<file path="src/rtl/irq_pkg.sv">
package irq_pkg;
    localparam int CTL_W     = 8;
    localparam int SRC_N     = 3;
    // source index: 0 port change, 1 external pin, 2 timer
    localparam int SRC_PORT  = 0;
    localparam int SRC_EXT   = 1;
    localparam int SRC_TMR   = 2;
    localparam int FLAG_LSB  = 0;
    localparam int EN_LSB    = 3;
    localparam int GIE_BIT   = 7;
    localparam int RSVD_BIT  = 6;

    typedef enum logic {
        SVC_IDLE,
        SVC_ACTIVE
    } svc_state_t;

    typedef enum logic [1:0] {
        WK_RUN,
        WK_SLEEP,
        WK_WAKE
    } wk_state_t;
endpackage

</file>
<file path="src/rtl/irq_sync.sv">
module irq_sync #(
    parameter int W      = 5,
    parameter int STAGES = 2
) (
    input  logic         clk,
    input  logic         rst_n,
    input  logic [W-1:0] din,
    output logic [W-1:0] dout
);
    logic [W-1:0] stg [STAGES];

    generate
        for (genvar s = 0; s < STAGES; s++) begin : g_stage
            if (s == 0) begin : g_first
                always_ff @(posedge clk or negedge rst_n) begin
                    if (!rst_n) stg[0] <= '0;
                    else        stg[0] <= din;
                end
            end else begin : g_next
                always_ff @(posedge clk or negedge rst_n) begin
                    if (!rst_n) stg[s] <= '0;
                    else        stg[s] <= stg[s-1];
                end
            end
        end
    endgenerate

    assign dout = stg[STAGES-1];
endmodule

</file>
<file path="src/rtl/irq_detect.sv">
module irq_detect #(
    parameter int PORT_W = 4
) (
    input  logic              clk,
    input  logic              rst_n,
    input  logic              ext_s,
    input  logic              rise_sel,
    input  logic [PORT_W-1:0] port_s,
    input  logic              port_rd,
    output logic              ext_evt,
    output logic              port_evt
);
    logic              ext_prev;
    logic [PORT_W-1:0] port_ref;
    logic              rose_now;
    logic              fell_now;

    always_ff @(posedge clk or negedge rst_n) begin
        if (!rst_n) begin
            ext_prev <= 1'b0;
            port_ref <= '0;
        end else begin
            ext_prev <= ext_s;
            if (port_rd) port_ref <= port_s;
        end
    end

    always_comb begin
        rose_now = ext_s & ~ext_prev;
        fell_now = ~ext_s & ext_prev;
        ext_evt  = rise_sel ? rose_now : fell_now;
        port_evt = |(port_s ^ port_ref);
    end


    edge_polarity_chk: assert property (@(posedge clk) disable iff (!rst_n)
        ext_evt |-> (ext_s == rise_sel));
endmodule

</file>
<file path="src/rtl/irq_svc_fsm.sv">
module irq_svc_fsm
    import irq_pkg::*;
(
    input  logic clk,
    input  logic rst_n,
    input  logic irq_accept,
    input  logic irq_req,
    input  logic irq_return,
    output logic gie_clr,
    output logic gie_set,
    output logic in_service
);
    svc_state_t state_q, state_d;

    always_ff @(posedge clk or negedge rst_n) begin
        if (!rst_n) state_q <= SVC_IDLE;
        else        state_q <= state_d;
    end

    always_comb begin
        state_d = state_q;
        unique case (state_q)
            SVC_IDLE:   if (irq_accept && irq_req) state_d = SVC_ACTIVE;
            SVC_ACTIVE: if (irq_return)            state_d = SVC_IDLE;
            default:                               state_d = SVC_IDLE;
        endcase
    end

    always_comb begin
        gie_clr    = 1'b0;
        gie_set    = 1'b0;
        in_service = 1'b0;
        unique case (state_q)
            SVC_IDLE:   gie_clr = irq_accept && irq_req;
            SVC_ACTIVE: begin
                in_service = 1'b1;
                gie_set    = irq_return;
            end
            default: ;
        endcase
    end
endmodule

</file>
<file path="src/rtl/irq_wake_fsm.sv">
module irq_wake_fsm
    import irq_pkg::*;
(
    input  logic clk,
    input  logic rst_n,
    input  logic sleep_enter,
    input  logic ext_en,
    input  logic ext_flag,
    output logic wake
);
    wk_state_t state_q, state_d;
    logic      armed_q;

    always_ff @(posedge clk or negedge rst_n) begin
        if (!rst_n) begin
            state_q <= WK_RUN;
            armed_q <= 1'b0;
        end else begin
            state_q <= state_d;
            if (state_q == WK_RUN && sleep_enter) armed_q <= ext_en;
        end
    end

    always_comb begin
        state_d = state_q;
        unique case (state_q)
            WK_RUN:   if (sleep_enter)          state_d = WK_SLEEP;
            WK_SLEEP: if (armed_q && ext_flag)  state_d = WK_WAKE;
            WK_WAKE:                            state_d = WK_RUN;
            default:                            state_d = WK_RUN;
        endcase
    end

    always_comb begin
        wake = 1'b0;
        unique case (state_q)
            WK_WAKE: wake = 1'b1;
            default: wake = 1'b0;
        endcase
    end


    wake_single_chk: assert property (@(posedge clk) disable iff (!rst_n)
        wake |=> !wake);
endmodule

</file>
<file path="src/rtl/irq_flag_ctrl.sv">
module irq_flag_ctrl
    import irq_pkg::*;
#(
    parameter int PORT_W      = 4,
    parameter int SYNC_STAGES = 2
) (
    input  logic              clk,
    input  logic              rst_n,
    input  logic              ext_pin,
    input  logic              edge_rise_sel,
    input  logic [PORT_W-1:0] port_hi,
    input  logic              port_rd,
    input  logic              tmr_ovf,
    input  logic              ctl_wr_en,
    input  logic [CTL_W-1:0]  ctl_wdata,
    input  logic              sleep_enter,
    input  logic              irq_accept,
    input  logic              irq_return,
    output logic [CTL_W-1:0]  ctl_rdata,
    output logic              irq_req,
    output logic              wake
);
    localparam int SYNC_W = PORT_W + 1;

    logic [SYNC_W-1:0] sync_in, sync_out;
    logic              ext_evt, port_evt;
    logic [SRC_N-1:0]  set_evt;
    logic [SRC_N-1:0]  flag_q, en_q;
    logic              gie_q;
    logic              gie_clr, gie_set, in_service;
    logic              unused_rsvd;

    assign sync_in     = {port_hi, ext_pin};
    assign unused_rsvd = ctl_wdata[RSVD_BIT];

    irq_sync #(.W(SYNC_W), .STAGES(SYNC_STAGES)) u_sync (
        .clk(clk), .rst_n(rst_n), .din(sync_in), .dout(sync_out)
    );

    irq_detect #(.PORT_W(PORT_W)) u_detect (
        .clk(clk), .rst_n(rst_n),
        .ext_s(sync_out[0]), .rise_sel(edge_rise_sel),
        .port_s(sync_out[SYNC_W-1:1]), .port_rd(port_rd),
        .ext_evt(ext_evt), .port_evt(port_evt)
    );

    always_comb begin
        set_evt           = '0;
        set_evt[SRC_PORT] = port_evt;
        set_evt[SRC_EXT]  = ext_evt;
        set_evt[SRC_TMR]  = tmr_ovf;
    end

    generate
        for (genvar i = 0; i < SRC_N; i++) begin : g_src
            always_ff @(posedge clk or negedge rst_n) begin
                if (!rst_n) begin
                    flag_q[i] <= 1'b0;
                    en_q[i]   <= 1'b0;
                end else begin
                    // hardware set wins over a software clear
                    flag_q[i] <= set_evt[i] |
                                 (ctl_wr_en ? ctl_wdata[FLAG_LSB+i] : flag_q[i]);
                    if (ctl_wr_en) en_q[i] <= ctl_wdata[EN_LSB+i];
                end
            end
        end
    endgenerate

    always_ff @(posedge clk or negedge rst_n) begin
        if (!rst_n)         gie_q <= 1'b0;
        else if (gie_clr)   gie_q <= 1'b0;
        else if (gie_set)   gie_q <= 1'b1;
        else if (ctl_wr_en) gie_q <= ctl_wdata[GIE_BIT];
    end

    irq_svc_fsm u_svc (
        .clk(clk), .rst_n(rst_n),
        .irq_accept(irq_accept), .irq_req(irq_req), .irq_return(irq_return),
        .gie_clr(gie_clr), .gie_set(gie_set), .in_service(in_service)
    );

    irq_wake_fsm u_wake (
        .clk(clk), .rst_n(rst_n),
        .sleep_enter(sleep_enter), .ext_en(en_q[SRC_EXT]),
        .ext_flag(flag_q[SRC_EXT]), .wake(wake)
    );

    always_comb begin
        ctl_rdata                           = '0;
        ctl_rdata[FLAG_LSB +: SRC_N]        = flag_q;
        ctl_rdata[EN_LSB +: SRC_N]          = en_q;
        ctl_rdata[GIE_BIT]                  = gie_q;
        irq_req = gie_q & |(flag_q & en_q);
    end


    tmr_sets_chk: assert property (@(posedge clk) disable iff (!rst_n)
        tmr_ovf |=> ctl_rdata[FLAG_LSB+SRC_TMR]);


    ext_sticky_chk: assert property (@(posedge clk) disable iff (!rst_n)
        $fell(flag_q[SRC_EXT]) |-> $past(ctl_wr_en));


    req_needs_gie_chk: assert property (@(posedge clk) disable iff (!rst_n)
        irq_req |-> ctl_rdata[GIE_BIT]);


    accept_clears_chk: assert property (@(posedge clk) disable iff (!rst_n)
        (irq_accept && irq_req && !in_service) |=> !ctl_rdata[GIE_BIT]);
endmodule

</file>
<file path="config.mk">
export PLATFORM = sky130hd
export DESIGN_NAME = irq_flag_ctrl
export DESIGN_NICKNAME = d
export VERILOG_FILES = /design/src/rtl/irq_pkg.sv /design/src/rtl/irq_sync.sv /design/src/rtl/irq_detect.sv /design/src/rtl/irq_svc_fsm.sv /design/src/rtl/irq_wake_fsm.sv /design/src/rtl/irq_flag_ctrl.sv
export SDC_FILE = /design/constraint.sdc
export NUM_CORES = 1
export LEC_CHECK = 0
export BUFFER_PORTS_ARGS = -buffer_cell sky130_fd_sc_hd__buf_4
export CAP_MARGIN = 20
export CORE_UTILIZATION = 25
export DETAILED_ROUTE_END_ITERATION = 7
export PLACE_DENSITY = 0.53
export SYNTH_ARGS = -nofsm -noshare
export SYNTH_HDL_FRONTEND = slang
export SYNTH_SLANG_ARGS = --single-unit
export TNS_END_PERCENT = 50
</file>
<file path="constraint.sdc">
create_clock -name clk -period 2.9 [get_ports clk]
set_clock_uncertainty 0.15 [all_clocks]
set_input_delay 0.145 -clock clk [delete_from_list [all_inputs] [get_ports clk]]
set_output_delay 0.145 -clock clk [all_outputs]
set_load 0.005 [all_outputs]
</file>
==> results of run 1 <==
## routing by layer
layer,global-route usage [%],share of wire [%],vias to the layer above,routed length (um)
met3,3.75,6.2,0,107
met1,10.9,44,309,765
met4,1.67,0,0,0
met2,16.4,49,23,849
li1,-,-,316,-
met5,0,0,-,0
## worst min-delay path: cells and delay by family
family                 cells  cell delay, ns
buffers and inverters      1            0.11
AND/OR/NAND/NOR            1            0.08
AO/OA/AOI/OAI              1            0.05
## per-stage QoR
stage	util [%]	hold WS (ns)	cell area [um^2]	std cells
floorplan	-	-0.301	973	69
global placement	33.0	-0.0830	1220	141
detailed placement	33.0	-0.0775	1220	141
CTS	39.0	0.000364	1440	160
global route	39.0	0.00112	1440	160
finish	39.0	0.00766	1440	160
## registers in the layout, indices dropped and copies added, names as in the netlist
register,flops
ctl_rdata,6
u_sync.dout,5
u_sync.stg,5
u_detect.port_ref,4
u_wake.state_q,2
gie_q,1
u_detect.ext_prev,1
u_svc.state_q,1
u_wake.armed_q,1
## worst min-delay path by stage
stage / from / endpoint / slack, ns / depth (start not counted)
after floorplan: rst_n / ctl_rdata[0]$_DFF_PN0_ / -0.30 / 0
after global placement: rst_n / u_sync.stg[6]$_DFF_PN0_ / -0.08 / 1
after global routing: port_rd / u_detect.port_ref[1]$_DFFE_PN0P_ / 0.001 / 2
final: sleep_enter / u_wake.state_q[0]$_DFFE_PN0P_ / 0.008 / 3
after detailed placement: rst_n / u_sync.stg[6]$_DFF_PN0_ / -0.08 / 1
after CTS: sleep_enter / u_wake.state_q[0]$_DFFE_PN0P_ / 0.0004 / 3
## area by class of cell
type / instances / area (um^2) / area share (%)
Clock buffer: 3 / 41.3 / 2.87
Timing Repair Buffer: 44 / 368 / 25.6
Sequential cell: 26 / 651 / 45.3
Multi-Input combinational cell: 37 / 284 / 19.8
Clock inverter: 1 / 30.0 / 2.09
Tap cell: 48 / 60.1 / 4.18
Inverter: 1 / 3.75 / 0.261
## cell usage after synthesis, types with 2 or more instances
cell     number  area (um^2)
dfrtp_1      26          651
nor2b_1       2         12.5
buf_4         4         30.0
mux2i_1       3         30.0
nand2_1       5         18.8
nor2_1        3         11.3
mux2_2        8         90.1
nor3_1        2         10.0
xor2_1        3         26.3
## power by group through the flow
stage	Combinational (mW)	Clock (mW)	Sequential, mW
2_1_floorplan	0.0870	0	0.450
3_3_place_gp	0.140	0	0.457
3_5_place_dp	0.144	0	0.460
4_1_cts	0.162	0.305	0.452
5_1_grt	0.179	0.320	0.461
6_report	0.158	0.295	0.452
## cells in the final DEF (no fill, tap or decap), drive strengths merged
master | synthesis | routed
xor2 | 3 | 3
bufinv | 0 | 1
and4b | 1 | 1
a211o | 1 | 1
dlygate4sd3 | 0 | 15
xnor2 | 1 | 1
nor2b | 2 | 2
nand2 | 5 | 5
nor3 | 2 | 2
conb | 1 | 1
and2b | 1 | 1
inv | 1 | 1
mux2 | 8 | 8
o211ai | 1 | 1
dfrtp | 26 | 26
a311oi | 1 | 1
nand3 | 1 | 1
o21ai | 1 | 1
clkbuf | 0 | 3
mux2i | 3 | 3
a222oi | 1 | 1
buf | 5 | 29
a21o | 1 | 1
nor2 | 3 | 3
## cells by family after synthesis
logic type      count (synthesis)  share of synthesized area, %
compound gates                  6                          4.88
xor+xnor                        4                          3.60
buf+inv                         6                          3.98
flops                          26                          66.8
mux                            11                          12.3
other cells                     1                         0.385
simple gates                   15                          7.97
## repair_timing
action / CTS / global route
endpoints found under the hold margin: 38 / 0
hold buffers: 15 / 0
buffers inserted: 0 / 0
==> flow_summary.ini, run 1 <==
[worst_setup_path]
worstPathCellList = a222oi_1 > and2b_2 > buf_4
max_stage_delay_ns = 0.44
worstSetupEndpointType = output pin
reg2reg_depth = 3
setup.worst_path.class = reg2out
crit_buf_inv = 1
cp-endpoint = irq_req
r2r-end = ctl_rdata[2]$_DFF_PN0_
cp.depth = 3
crit_slowest_cell = dfrtp_1
start_kind = flop
cp.required_ns = 2.61
cp.arrival_ns = 1.53
crit_start = ctl_rdata[1]$_DFF_PN0_
worstPathMaxFanout = 5
crit_family = flip-flops
r2r_start = ctl_rdata[2]$_DFF_PN0_
r2r_slack_ns = 1.33

[clocking]
clock_path_buffers = 2
clkLatencyLatePin_ns = 0.27
clk_pin_slew_ns = 0.09
cts_buffers = 3
clockRootBuffer = clkbuf_8
htreeDepth = 1
cts_tree = yes
cts_sinks = 26
cts_resized = 0

[route]
ant_nets = 0
wl_per_cell_um = 10.8
first_iter_violations = 9
post_drt_via_cell_ratio = 4.05
finalWirelength_um = 1720
drc_errors = 0
first_pass_iters = 4
num_vias = 648

[finish]
fin_nets = 135
syn_to_final_growth_pct = 47.7
fill_cells = 358
diodes = 0
drive_above_1_share_pct = 38.4

[power]
power.share.clock_pct = 32.6
power_mw = 0.905
power_switching_mw = 0.203
power.internal_mw = 0.703
leakagePower_nw = 0.659
combPwrFrac_pct = 17.5
seqPwrFrac_pct = 49.9
vdd_drop_max_v = 0.000407
power_density_nw_per_um2 = 630
swShare_pct = 22.4

[die]
die_x_um = 64.4
die_area_um2 = 4150
core_um2 = 3690
start_util_pct = 26.4
die_y_um = 64.4
rows = 22
ios = 32

[synth]
synth_edf_count = 0
synth_cell_type_count = 22
synthesis.nets = 91
synth.avg_cell_area_um2 = 14.1
synthArstFlopShare_pct = 100
synthFlopType = dfrtp_1
synthesis.area_um2 = 973
ys_warn_count = 0
ys_ff_latch = 26
syn_inst = 69
ys_seq_area_share_pct = 66.8

[sta]
fmax_ghz = 0.549
drv_slew = 0
setup_tns_ns = 0
fin_crit_sh_pct = 62.8
layout_setup_ws_ns = 1.08
rsz0062_at_grt = no
setup_viol = 0
finalHoldViolations = 0
fin_crit_ns = 1.82

[placement]
place.gp.congestion = 0.696
pre_cts_ws_ns = 1.36
port_buffers = 29

[job]
max_cap_violations = 0

[global_route]
antenna_found_initial = 0
grt_max_degree = 27
grt_pass1_vias = 656
track_usage_pct = 9.42
grt_remaining_overflow = 0
grt_pass1_wl_um = 2900

[status]
status = finished clean

[min_path]
hold_path_class = in2reg
No activity file was read; power rests on OpenSTA's default activity.
==> run 2: changes to the inputs <==
Settings changed: PLACE_DENSITY 0.53 to 0.55.
Clock period 2.9 ns to 1.5 ns, I/O delays scaled along.
==> flow_summary.ini, run 2 (synthesis gave the netlist of run 1 again) <==
[sta]
fmax_ghz = 0.592
drv_slew = 0
rsz0062_at_grt = yes
fin_crit_sh_pct = 113
setup_viol = 3
fin_crit_ns = 1.69
setup_tns_ns = -0.302
layout_setup_ws_ns = -0.189
finalHoldViolations = 0

[finish]
final_cell_mix = buf_4, dfrtp_1, dlygate4sd3_1
largest_register_ff_count = 6
multiInputGateArea_um2 = 289
diodes = 0
drive_above_1_share_pct = 40.5
fin_nets = 144
final_common_cell = buf_4
syn_to_final_growth_pct = 57.3
final_core_util_pct = 41.5
fill_cells = 362
regArea_um2 = 651

[worst_setup_path]
start_kind = flop
r2r_start = ctl_rdata[2]$_DFF_PN0_
r2r-end = u_svc.state_q$_DFF_PN0_
setup.worst_path.class = reg2out
cp.required_ns = 1.27
crit_start = ctl_rdata[2]$_DFF_PN0_
cp-endpoint = irq_req
worstSetupEndpointType = output pin
r2r_slack_ns = -0.09
cp.arrival_ns = 1.46
reg2reg_depth = 6
worstPathMaxFanout = 2

[global_route]
grt_pass1_wl_um = 3100
grt_pass1_vias = 711
grt_max_degree = 27
antenna_found_initial = 0
track_usage_pct = 10.3
grt_remaining_overflow = 0

[clocking]
cts_buffers = 3
clkLatencyLatePin_ns = 0.27
clk_pin_slew_ns = 0.08
htreeDepth = 1
clock_path_buffers = 2
cts_sinks = 26
clockRootBuffer = clkbuf_8
cts_tree = yes

[die]
die_area_um2 = 4150
rows = 22
ios = 32
die_x_um = 64.4
core_um2 = 3690
die_y_um = 64.4
start_util_pct = 26.4

[route]
wl_per_cell_um = 10.9
first_iter_violations = 12
ant_nets = 0
drc_errors = 0
num_vias = 703
first_pass_iters = 4
post_drt_via_cell_ratio = 4.16
finalWirelength_um = 1850

[placement]
place.gp.congestion = 0.685
port_buffers = 29

[power]
power_mw = 1.80
leakagePower_nw = 0.708
vdd_drop_max_v = 0.000728
power_density_nw_per_um2 = 1170

[min_path]
holdCritStartpoint = irq_accept
hold_path_class = in2reg

[job]
max_cap_violations = 0

[status]
violations = setup timing
status = finished, violations left
## run 2: worst min path at each step
stage	to	slack, ns	depth (start not counted)
2_1_floorplan	ctl_rdata[0]$_DFF_PN0_	-0.37	0
3_3_place_gp	u_sync.stg[6]$_DFF_PN0_	-0.16	1
3_5_place_dp	u_sync.stg[7]$_DFF_PN0_	-0.15	1
4_1_cts	gie_q$_DFFE_PN0P_	0.01	4
5_1_grt	gie_q$_DFFE_PN0P_	0.04	4
6_report	gie_q$_DFFE_PN0P_	0.02	4
## run 2: metrics by stage
| step | cell area (um^2) | hold WS (ns) | setup slack (ns) | std cells |
|---|---|---|---|---|
| floorplan | 973 | -0.371 | 0.245 | 69 |
| global placement | 1220 | -0.156 | 0.103 | 142 |
| detailed placement | 1220 | -0.148 | 0.0799 | 142 |
| CTS | 1530 | 0.0122 | -0.199 | 169 |
| global route | 1530 | 0.0359 | -0.265 | 169 |
| finish | 1530 | 0.0154 | -0.189 | 169 |
## run 2: metal layers
| metal | part of all wire [%] | GRT usage (%) |
|---|---|---|
| met5 | 0 | 0 |
| met4 | 1.0 | 4.17 |
| met3 | 5.3 | 3.93 |
| met2 | 53 | 18.9 |
| met1 | 40 | 10.1 |
## run 2: timing repair
action | CTS | global route
endpoints found under the hold margin | 45 | 0
buffers inserted | 4 | 0
gates cloned | 0 | 0
pin swaps | 2 | 0
gates resized for setup | 4 | 0
setup endpoints to repair | 1 | 3
hold buffers | 19 | 0
## run 2: layout make-up
type | count | share of cell area, %
tap | 48 | 3.92
timing repair buffer | 53 | 29.8
multi-input combinational | 37 | 18.9
sequential | 26 | 42.5
clock inverter | 1 | 1.96
clock buffer | 3 | 2.70
inverter | 1 | 0.245
## run 2: report_power, final
part	total, mW	switching, mW	internal, mW
clock	0.570	0.213	0.357
combinational	0.352	0.116	0.237
sequential	0.876	0.0783	0.798
total	1.80	0.407	1.39
## run 2: worst max-delay path: stages, from the launching register on
cell,delay [ns]
dfrtp_1,0.40
a222oi_1,0.42
and2b_2,0.27
buf_6,0.11
==> run 3: changes to the inputs <==
Settings changed: CORE_ASPECT_RATIO set to 1.5.
==> flow_summary.ini, run 3 (synthesis gave the netlist of run 1 again) <==
[status]
status = finished, violations left
violations = setup timing

[placement]
port_buffers = 29
hpwl_um = 1160
dp_cells = 137
place.gp.congestion = 0.708
pre_cts_ws_ns = 0.0619

[route]
first_iter_violations = 15
ant_nets = 0
wl_per_cell_um = 10.2
drc_errors = 0
post_drt_via_cell_ratio = 4.18
num_vias = 686
finalWirelength_um = 1670
first_pass_iters = 4

[power]
vdd_drop_max_v = 0.000632
combPwrFrac_pct = 22.3
seqPwrFrac_pct = 54.7
power_density_nw_per_um2 = 1060
power.share.clock_pct = 23.0
power_mw = 1.60
power_switching_mw = 0.380
leakagePower_nw = 0.699
power.internal_mw = 1.22
swShare_pct = 23.8

[die]
die_y_um = 78.4
ios = 32
rows = 27
die_area_um2 = 4150
die_x_um = 53.0
start_util_pct = 26.4
core_um2 = 3680

[min_path]
hold_path_class = in2reg

[clocking]
cts_tree = yes
cts_sinks = 26
clock_path_buffers = 2
cts_buffers = 3
htreeDepth = 1
clk_pin_slew_ns = 0.08
clkLatencyLatePin_ns = 0.26
clockRootBuffer = clkbuf_8

[global_route]
grt_pass1_vias = 728
grt_remaining_overflow = 0
grt_max_degree = 27
grt_pass1_wl_um = 2860
antenna_found_initial = 0
track_usage_pct = 9.14

[finish]
regArea_um2 = 651
final_cell_mix = buf_4, dfrtp_1, dlygate4sd3_1
syn_to_final_growth_pct = 54.4
multiInputGateArea_um2 = 289
final_cell_count_no_fill = 164
fill_cells = 349
drive_above_1_share_pct = 40.5
diodes = 0
final_common_cell = buf_4
largest_register_ff_count = 6
fin_nets = 145

[sta]
finalHoldViolations = 0
layout_setup_ws_ns = -0.185
rsz0062_at_grt = yes
setup_viol = 3
fin_crit_ns = 1.69
fmax_ghz = 0.593
fin_crit_sh_pct = 112
whs_ns = 0.0357
drv_slew = 0

[worst_setup_path]
r2r_slack_ns = -0.10
cp.required_ns = 1.27
setup.worst_path.class = reg2out
worstSetupEndpointType = output pin
crit_buf_inv = 1
crit_slowest_cell = a222oi_1
cp.arrival_ns = 1.46
crit_family = compound AO/OA/AOI/OAI gates
start_kind = flop
worstPathCellList = a222oi_1 > and2b_2 > buf_6
max_stage_delay_ns = 0.43
worstPathMaxFanout = 2

[job]
max_cap_violations = 0
## run 3: worst reg2reg max path, cell delays in order, from the launching register on
cell	delay, ns
dfrtp_1	0.39
a222oi_1	0.43
buf_4	0.19
buf_6	0.08
buf_6	0.08
nor3_2	0.04
a21o_1	0.15
## run 3: final timing paths
kind,startpoint,to,depth (start not counted)
hold / removal,irq_accept,gie_q$_DFFE_PN0P_,4
setup reg to reg,ctl_rdata[5]$_DFFE_PN0P_,u_svc.state_q$_DFF_PN0_,6
hold reg to reg,u_sync.stg[8]$_DFF_PN0_,u_sync.dout[3]$_DFF_PN0_,0
setup / recovery,ctl_rdata[5]$_DFFE_PN0P_,irq_req,3
max in group asynchronous,rst_n,ctl_rdata[1]$_DFF_PN0_,2
min in group asynchronous,rst_n,u_sync.stg[9]$_DFF_PN0_,2
## run 3: cell type report
class / count / share of cell area, %
timing repair buffer: 54 / 30.9
inverter: 1 / 0.250
tap: 43 / 3.58
clock buffer: 3 / 2.75
multi-input combinational: 37 / 19.2
sequential: 26 / 43.3
## run 3: metal layers
metal	vias to the layer above	global-route usage, %	wire length [um]
met5	-	0	0
met4	0	3.95	4
met3	2	1.94	89
met2	22	16.8	899
met1	327	9.42	679
li1	335	-	-
## run 3: repair_timing
item	4_1_cts	5_1_grt
gates cloned	0	0
pin swaps	2	1
endpoints found under the hold margin	44	0
setup endpoints to repair	1	3
setup buffers	5	0
hold buffers	19	0
gates resized for setup	4	0
## run 3: per-stage QoR
step	TNS [ns]	cell area (um^2)	util [%]
after floorplan	0	973	-
after global placement	0	1220	33.1
after detailed placement	0	1220	33.1
after CTS	-0.342	1500	40.8
after global routing	-0.622	1500	40.8
final	-0.315	1500	40.8
## run 3: power groups by stage
stage | Sequential [mW] | Clock [mW] | Combinational, mW
2_1_floorplan | 0.870 | 0 | 0.168
3_3_place_gp | 0.878 | 0 | 0.277
3_5_place_dp | 0.886 | 0 | 0.284
4_1_cts | 0.873 | 0.391 | 0.360
5_1_grt | 0.885 | 0.410 | 0.395
6_report | 0.873 | 0.368 | 0.356
